==> src/rtl/disp_group_pkg.sv <==
package disp_group_pkg;

  typedef enum logic [1:0] {
    SLOT_SINGLE = 2'd0,
    SLOT_PAIR   = 2'd1,
    SLOT_WHOLE  = 2'd2,
    SLOT_ALT    = 2'd3
  } slot_cls_e;

  typedef enum logic [2:0] {
    RES_EXEC      = 3'd0,
    RES_EXEC_WIDE = 3'd1,
    RES_LOAD      = 3'd2,
    RES_LOAD_AGEN = 3'd3,
    RES_STORE     = 3'd4,
    RES_STORE_TWO = 3'd5,
    RES_EXEC_6    = 3'd6,
    RES_EXEC_7    = 3'd7
  } res_cls_e;

  // strobes from allocation control to the group register
  typedef struct packed {
    logic load;
    logic idle;
  } grp_strb_t;

endpackage

==> src/rtl/disp_group_ctrl.sv <==
module disp_group_ctrl
  import disp_group_pkg::*;
#(
  parameter int NUM_SLOTS = 8,
  parameter int NUM_EXU   = 4,
  parameter int NUM_LU    = 2,
  parameter int NUM_STU   = 2,
  localparam int CNT_W    = $clog2(NUM_SLOTS + 1),
  localparam int PW       = CNT_W + 1,
  localparam int UNIT_W   = NUM_EXU + NUM_LU + NUM_STU
) (
  input  logic [CNT_W-1:0]                 winCount,
  input  logic [NUM_SLOTS-1:0][1:0]        winSlotCls,
  input  logic [NUM_SLOTS-1:0][2:0]        winResCls,
  input  logic                             dispReady,
  output logic [NUM_SLOTS-1:0]             accept,
  output logic [NUM_SLOTS-1:0][PW-1:0]     startSlot,
  output logic [NUM_SLOTS-1:0][PW-1:0]     needSlots,
  output logic [NUM_SLOTS-1:0][UNIT_W-1:0] unitMask,
  output logic [CNT_W-1:0]                 takeCount,
  output grp_strb_t                        strb
);

  logic [CNT_W-1:0] allocCount;

  always_comb begin : alloc
    logic [PW-1:0]      ptr;
    logic [PW-1:0]      st;
    logic [PW-1:0]      nd;
    logic               stop;
    logic               active;
    logic               slotOk;
    logic               resOk;
    logic [NUM_EXU-1:0] exuFree;
    logic [NUM_LU-1:0]  luFree;
    logic [NUM_STU-1:0] stuFree;
    logic [NUM_EXU-1:0] exuPick;
    logic [NUM_EXU-1:0] widePick;
    logic [NUM_LU-1:0]  luPick;
    logic [NUM_STU-1:0] stuPick;
    logic [NUM_EXU-1:0] exuUse;
    logic [NUM_LU-1:0]  luUse;
    logic [NUM_STU-1:0] stuUse;

    ptr        = '0;
    stop       = 1'b0;
    exuFree    = '1;
    luFree     = '1;
    stuFree    = '1;
    allocCount = '0;
    accept     = '0;
    startSlot  = '0;
    needSlots  = '0;
    unitMask   = '0;

    for (int i = 0; i < NUM_SLOTS; i++) begin
      active = !stop && (i < int'(winCount));

      // slot rule
      case (slot_cls_e'(winSlotCls[i]))
        SLOT_PAIR: begin
          st     = (ptr + PW'(1)) & ~PW'(1);
          nd     = PW'(2);
          slotOk = (st + nd) <= PW'(NUM_SLOTS);
        end
        SLOT_WHOLE: begin
          st     = ptr;
          nd     = PW'(NUM_SLOTS);
          slotOk = (ptr == '0);
        end
        default: begin
          st     = ptr;
          nd     = PW'(1);
          slotOk = (ptr + nd) <= PW'(NUM_SLOTS);
        end
      endcase

      // lowest free unit of each kind
      exuPick  = exuFree & (~exuFree + NUM_EXU'(1));
      luPick   = luFree & (~luFree + NUM_LU'(1));
      stuPick  = stuFree & (~stuFree + NUM_STU'(1));
      widePick = '0;
      for (int p = 0; p < NUM_EXU / 2; p++) begin
        if (widePick == '0 && exuFree[2*p] && exuFree[2*p+1])
          widePick[2*p +: 2] = 2'b11;
      end

      exuUse = '0;
      luUse  = '0;
      stuUse = '0;
      case (res_cls_e'(winResCls[i]))
        RES_EXEC_WIDE: begin
          resOk  = |widePick;
          exuUse = widePick;
        end
        RES_LOAD: begin
          resOk = |luPick;
          luUse = luPick;
        end
        RES_LOAD_AGEN: begin
          resOk  = |luPick && |stuPick;
          luUse  = luPick;
          stuUse = stuPick;
        end
        RES_STORE: begin
          resOk  = |stuPick;
          stuUse = stuPick;
        end
        RES_STORE_TWO: begin
          resOk  = &stuFree;
          stuUse = stuFree;
        end
        default: begin
          resOk  = |exuPick;
          exuUse = exuPick;
        end
      endcase

      if (active && slotOk && resOk) begin
        accept[i]    = 1'b1;
        startSlot[i] = st;
        needSlots[i] = nd;
        unitMask[i]  = {stuUse, luUse, exuUse};
        ptr          = st + nd;
        exuFree      = exuFree & ~exuUse;
        luFree       = luFree & ~luUse;
        stuFree      = stuFree & ~stuUse;
        allocCount   = allocCount + CNT_W'(1);
      end else begin
        stop = 1'b1;
      end
    end
  end

  assign takeCount = dispReady ? allocCount : '0;
  assign strb.load = dispReady && (allocCount != '0);
  assign strb.idle = !strb.load;

endmodule

==> src/rtl/disp_group_datapath.sv <==
module disp_group_datapath
  import disp_group_pkg::*;
#(
  parameter int NUM_SLOTS = 8,
  parameter int UNIT_W    = 8,
  localparam int CNT_W    = $clog2(NUM_SLOTS + 1),
  localparam int PW       = CNT_W + 1,
  localparam int IW       = $clog2(NUM_SLOTS)
) (
  input  logic                             clk,
  input  logic                             rst,
  input  grp_strb_t                        strb,
  input  logic [NUM_SLOTS-1:0]             accept,
  input  logic [NUM_SLOTS-1:0][PW-1:0]     startSlot,
  input  logic [NUM_SLOTS-1:0][PW-1:0]     needSlots,
  input  logic [NUM_SLOTS-1:0][UNIT_W-1:0] unitMask,
  output logic                             grpValid,
  output logic [NUM_SLOTS-1:0]             grpSlotValid,
  output logic [NUM_SLOTS-1:0][IW-1:0]     grpSlotIdx,
  output logic [NUM_SLOTS-1:0][UNIT_W-1:0] grpUnit
);

  logic [NUM_SLOTS-1:0]         mapValid;
  logic [NUM_SLOTS-1:0][IW-1:0] mapIdx;

  // build the slot ownership map, one comparator pair per slot and entry
  for (genvar s = 0; s < NUM_SLOTS; s++) begin : g_slot
    always_comb begin
      mapValid[s] = 1'b0;
      mapIdx[s]   = '0;
      for (int i = 0; i < NUM_SLOTS; i++) begin
        if (accept[i] && PW'(s) >= startSlot[i] &&
            PW'(s) < (startSlot[i] + needSlots[i])) begin
          mapValid[s] = 1'b1;
          mapIdx[s]   = IW'(i);
        end
      end
    end
  end

  always_ff @(posedge clk) begin
    if (rst || strb.idle) begin
      grpValid     <= 1'b0;
      grpSlotValid <= '0;
      grpSlotIdx   <= '0;
      grpUnit      <= '0;
    end else if (strb.load) begin
      grpValid     <= 1'b1;
      grpSlotValid <= mapValid;
      grpSlotIdx   <= mapIdx;
      grpUnit      <= unitMask;
    end
  end

endmodule

==> src/rtl/disp_group_alloc.sv <==
module disp_group_alloc
  import disp_group_pkg::*;
#(
  parameter int NUM_SLOTS = 8,
  parameter int NUM_EXU   = 4,
  parameter int NUM_LU    = 2,
  parameter int NUM_STU   = 2,
  localparam int CNT_W    = $clog2(NUM_SLOTS + 1),
  localparam int PW       = CNT_W + 1,
  localparam int IW       = $clog2(NUM_SLOTS),
  localparam int UNIT_W   = NUM_EXU + NUM_LU + NUM_STU
) (
  input  logic                             clk,
  input  logic                             rst,
  input  logic [CNT_W-1:0]                 winCount,
  input  logic [NUM_SLOTS-1:0][1:0]        winSlotCls,
  input  logic [NUM_SLOTS-1:0][2:0]        winResCls,
  input  logic                             dispReady,
  output logic [CNT_W-1:0]                 takeCount,
  output logic                             grpValid,
  output logic [NUM_SLOTS-1:0]             grpSlotValid,
  output logic [NUM_SLOTS-1:0][IW-1:0]     grpSlotIdx,
  output logic [NUM_SLOTS-1:0][UNIT_W-1:0] grpUnit
);

  grp_strb_t                        strb;
  logic [NUM_SLOTS-1:0]             accept;
  logic [NUM_SLOTS-1:0][PW-1:0]     startSlot;
  logic [NUM_SLOTS-1:0][PW-1:0]     needSlots;
  logic [NUM_SLOTS-1:0][UNIT_W-1:0] unitMask;

  disp_group_ctrl #(
    .NUM_SLOTS(NUM_SLOTS), .NUM_EXU(NUM_EXU), .NUM_LU(NUM_LU), .NUM_STU(NUM_STU)
  ) u_ctrl (
    .winCount  (winCount),
    .winSlotCls(winSlotCls),
    .winResCls (winResCls),
    .dispReady (dispReady),
    .accept    (accept),
    .startSlot (startSlot),
    .needSlots (needSlots),
    .unitMask  (unitMask),
    .takeCount (takeCount),
    .strb      (strb)
  );

  disp_group_datapath #(
    .NUM_SLOTS(NUM_SLOTS), .UNIT_W(UNIT_W)
  ) u_dp (
    .clk         (clk),
    .rst         (rst),
    .strb        (strb),
    .accept      (accept),
    .startSlot   (startSlot),
    .needSlots   (needSlots),
    .unitMask    (unitMask),
    .grpValid    (grpValid),
    .grpSlotValid(grpSlotValid),
    .grpSlotIdx  (grpSlotIdx),
    .grpUnit     (grpUnit)
  );

endmodule

==> config.mk <==
export PLATFORM = sky130hd
export DESIGN_NAME = disp_group_alloc
export DESIGN_NICKNAME = d
export VERILOG_FILES = /design/src/rtl/disp_group_pkg.sv /design/src/rtl/disp_group_ctrl.sv /design/src/rtl/disp_group_datapath.sv /design/src/rtl/disp_group_alloc.sv
export SDC_FILE = /design/constraint.sdc
export NUM_CORES = 1
export LEC_CHECK = 0
export ABC_AREA = 1
export CAP_MARGIN = 20
export CORE_UTILIZATION = 55
export CTS_CLUSTER_DIAMETER = 50
export DETAILED_ROUTE_END_ITERATION = 7
export GPL_ROUTABILITY_DRIVEN = 0
export PLACE_DENSITY_LB_ADDON = 0.3
export SYNTH_ARGS = -nofsm -noshare
export SYNTH_HDL_FRONTEND = slang
export SYNTH_SLANG_ARGS = --single-unit
==> constraint.sdc <==
create_clock -name clk -period 22 [get_ports clk]
set_clock_uncertainty 0.2 [all_clocks]
set_input_delay 4.4 -clock clk [delete_from_list [all_inputs] [get_ports clk]]
set_output_delay 4.4 -clock clk [all_outputs]
set_load 0.005 [all_outputs]
==> implementation parameters <==
Parameter                              Value

GRT
  Via count of the first global-routing pass    10900
  Pin count of the biggest net entering global routing    50
  Global-route usage over all layers    28.7%
  Leftover overflow at the end of global routing    0
  Number of antenna violations at the first check in global routing    0
  First-pass GRT wire length    50300 um

Critical path
  Most frequent CP cell    inv_1
  Destination of the critical timing path    takeCount[3]
  Crit-path max cell delay    0.59 ns
  Worst EP arrival    16.52 ns
  Delay-heaviest family, CP    adder cells
  Critical path startpoint    winCount[2]
  Category of the worst setup path launch point    primary input
  Type of element capturing the critical path    output port
  Number of gates on the worst path with buffers counted    66
  Maximum fanout along the worst path    11
  Buffers and inverters on the worst path    17
  Worst Path Class, Setup    primary input to output port
  Crit path max-delay cell type    fa_1
  WP data required    17.40 ns

Route
  Initial DRC Count    810
  Drt first pass iters    6
  Number of DRC violations after detailed routing    0
  Via density    5.35
  Final routed wire length divided by cell count    13.8 um
  Routed vias    11700
  Sum of routed wire length over all layers    30200 um
  Antenna viol nets, final    0

Timing
  Final critical-path required period    21.12 ns
  Measured slew at the worst slew-check pin    0.896 ns
  Maximum clock rate    47.3 MHz
  Final count of pins violating max slew    0
  Share of the cycle needed by the critical path after routing    96.0%
  Post-route setup slack    0.877 ns
  Setup repair after global routing missed its margin    false
  Fin Setup TNS    0 ns
  Slew headroom    38.7%
  Final hold viol count    0
  Total of endpoints with negative setup slack in the final report    0

Cells and area
  Area of the multi-input gates    7960 um2
  Area Growth Syn to Fin    15.9%
  Diode insertion count for antenna repair    0
  Total area of sequential cells    1880 um2
  Fin nets    2061
  Total of fill cells in the finished design    1832
  Share of cells above drive strength 1    15.2%
  Post-layout util    65.1%

Power
  Worst vdd ir    0.0000353 V
  Internal Pwr Total    0.346 mW
  Power density of the placed cells    46.0 nW/um2
  Combinational power share    44.6%
  Clock share of power    26.9%
  Fraction of power spent switching nets    43.2%
  Switching power total    0.262 mW
  Leakage power total    6.65 nW
  Fraction of power consumed by sequential logic    28.5%

Clock network
  H-Tree Depth    3
  Clock root buffer    clkbuf_16
  Bufs on Longest Clock Path    2
  Clock sinks    94
  Clock tree from TritonCTS    done
  Clock-pin slew reported for the worst setup and hold paths after clock tree synthesis    0.07 ns
  Number of buffers created by CTS    9

Die
  Number of top-level design ports    148
  Overall die height    146 um
  Width of the chip    146 um
  Initial Util    56.2%
  Area of the core    20300 um2
  Row count    52
  Die Area    21300 um2

Run status
  Run status    complete, no violations

Synthesis
  Number of flops mapped to enable cells by yosys    0
  Leading cell type by number of instances after synthesis    nand2_1
  Netlist cell types    64
  Mapped Cells    1771
  Primary FF master, synth    dfxtp_1
  Synth warn    0
  Cell taking the most area after synthesis    dfxtp_1
  Top cells by count, synth    356 x nand2_1, 295 x inv_1, 209 x nor2_1
  Leading post-synthesis cells by cell area    dfxtp_1 16%, nand2_1 12%, ha_1 10%
  Post-synth top area share    16.5%
  Synth Area per Inst    6.44 um2
  Fraction of registers with async set/reset    0%
  Flop and latch count out of synthesis    94
  Cell area after synthesis    11400 um2
  Sequential element share of the synthesized area    16.5%

Worst hold path
  Worst Hold Class    primary input to register
  Worst hold stages    3

Placement
  Setup slack at placement    0.410 ns
  Number of buffers inserted by port buffering    144
  Final HPWL from detailed placement    24800 um

Flow run
  Max-cap violations    0
==> power by group through the flow <==
stage	Clock [mW]	Sequential [mW]	Combinational (mW)
floorplan	0	0.178	0.205
global placement	0	0.178	0.256
detailed placement	0	0.178	0.264
CTS	0.165	0.174	0.266
global route	0.172	0.174	0.303
finish	0.163	0.174	0.271
==> state kept, by name, summed over array words and instances (netlist names) <==
| register | count |
|---|---|
| u_dp.grpSlotValid | 8 |
| u_dp.grpSlotIdx | 24 |
| u_dp.grpUnit | 61 |
| u_dp.grpValid | 1 |
==> layer usage <==
metal	global-route usage, %	wire [um]	up-vias
li1	-	-	5870
met1	36.4	12900	5282
met2	48.5	13900	451
met3	4.25	2300	71
met4	12.1	1020	0
met5	0	0	-
==> worst min path at each step <==
| stage | from | to | slack [ns] |
|---|---|---|---|
| after global placement | u_dp.grpSlotValid[0]$_SDFFE_PP0P_ | grpSlotValid[0] | 4.90 |
| after CTS | winResCls[0] | u_dp.grpUnit[1]$_SDFFE_PP0P_ | 4.53 |
| after detailed placement | u_dp.grpSlotIdx[20]$_SDFFE_PP0P_ | grpSlotIdx[20] | 4.90 |
| final | winResCls[0] | u_dp.grpUnit[1]$_SDFFE_PP0P_ | 4.53 |
| after global routing | winResCls[0] | u_dp.grpUnit[1]$_SDFFE_PP0P_ | 4.57 |
| after floorplan | winResCls[0] | u_dp.grpUnit[1]$_SDFFE_PP0P_ | 4.38 |
==> logic make-up (layout without fill, tap and decap cells) <==
family,count (synthesis),in the layout,synth area share (%)
compound gates,204,204,11.3
simple gates,976,976,43.0
other cells,1,4,0.0329
buf+inv,355,495,14.0
xor+xnor,36,36,2.83
fa+ha+maj,105,105,12.4
flops,94,94,16.5
==> cell usage in the layout (no fill, tap or decap), drive strengths merged, types with 5 or more instances in the layout <==
cell | Yosys | routed
clkbuf | 1 | 10
o22ai | 5 | 5
buf | 25 | 6
nand3 | 141 | 141
clkinv | 6 | 7
nor3 | 38 | 38
nor2 | 274 | 274
or2 | 9 | 9
o21ai | 80 | 80
xnor2 | 11 | 11
ha | 92 | 92
nand2 | 468 | 468
clkdlybuf4s50 | 0 | 143
xor2 | 25 | 25
dfxtp | 94 | 94
nand3b | 6 | 6
a31oi | 14 | 14
nand4 | 34 | 34
fa | 13 | 13
a21oi | 65 | 65
o211ai | 5 | 5
inv | 323 | 328
o31ai | 7 | 7
==> final cells by class <==
| class | count | share of cell area (%) |
|---|---|---|
| multi-input cells | 1325 | 60.2 |
| flip-flops and latches | 94 | 14.2 |
| repair buffers | 150 | 11.3 |
| inverters | 329 | 9.53 |
| well taps | 270 | 2.55 |
| clock buffers | 10 | 1.81 |
| clock inverters | 6 | 0.435 |
==> timing repair <==
action	in CTS	in global routing
hold endpoints to repair	0	0
gates resized for setup	0	8
endpoints found under the setup margin	0	4
buffers inserted	0	1
hold buffers	0	0
==> metrics by stage <==
step,hold slack (ns),cells,area (um2),power [mW]
after floorplan,4.38,1774,11400,0.383
after global placement,4.90,2167,12900,0.434
after detailed placement,4.90,2167,12900,0.441
after CTS,4.53,2183,13200,0.604
after global routing,4.57,2184,13200,0.649
final,4.53,2184,13200,0.608
Note: power is estimated with default switching activity, not from simulation.
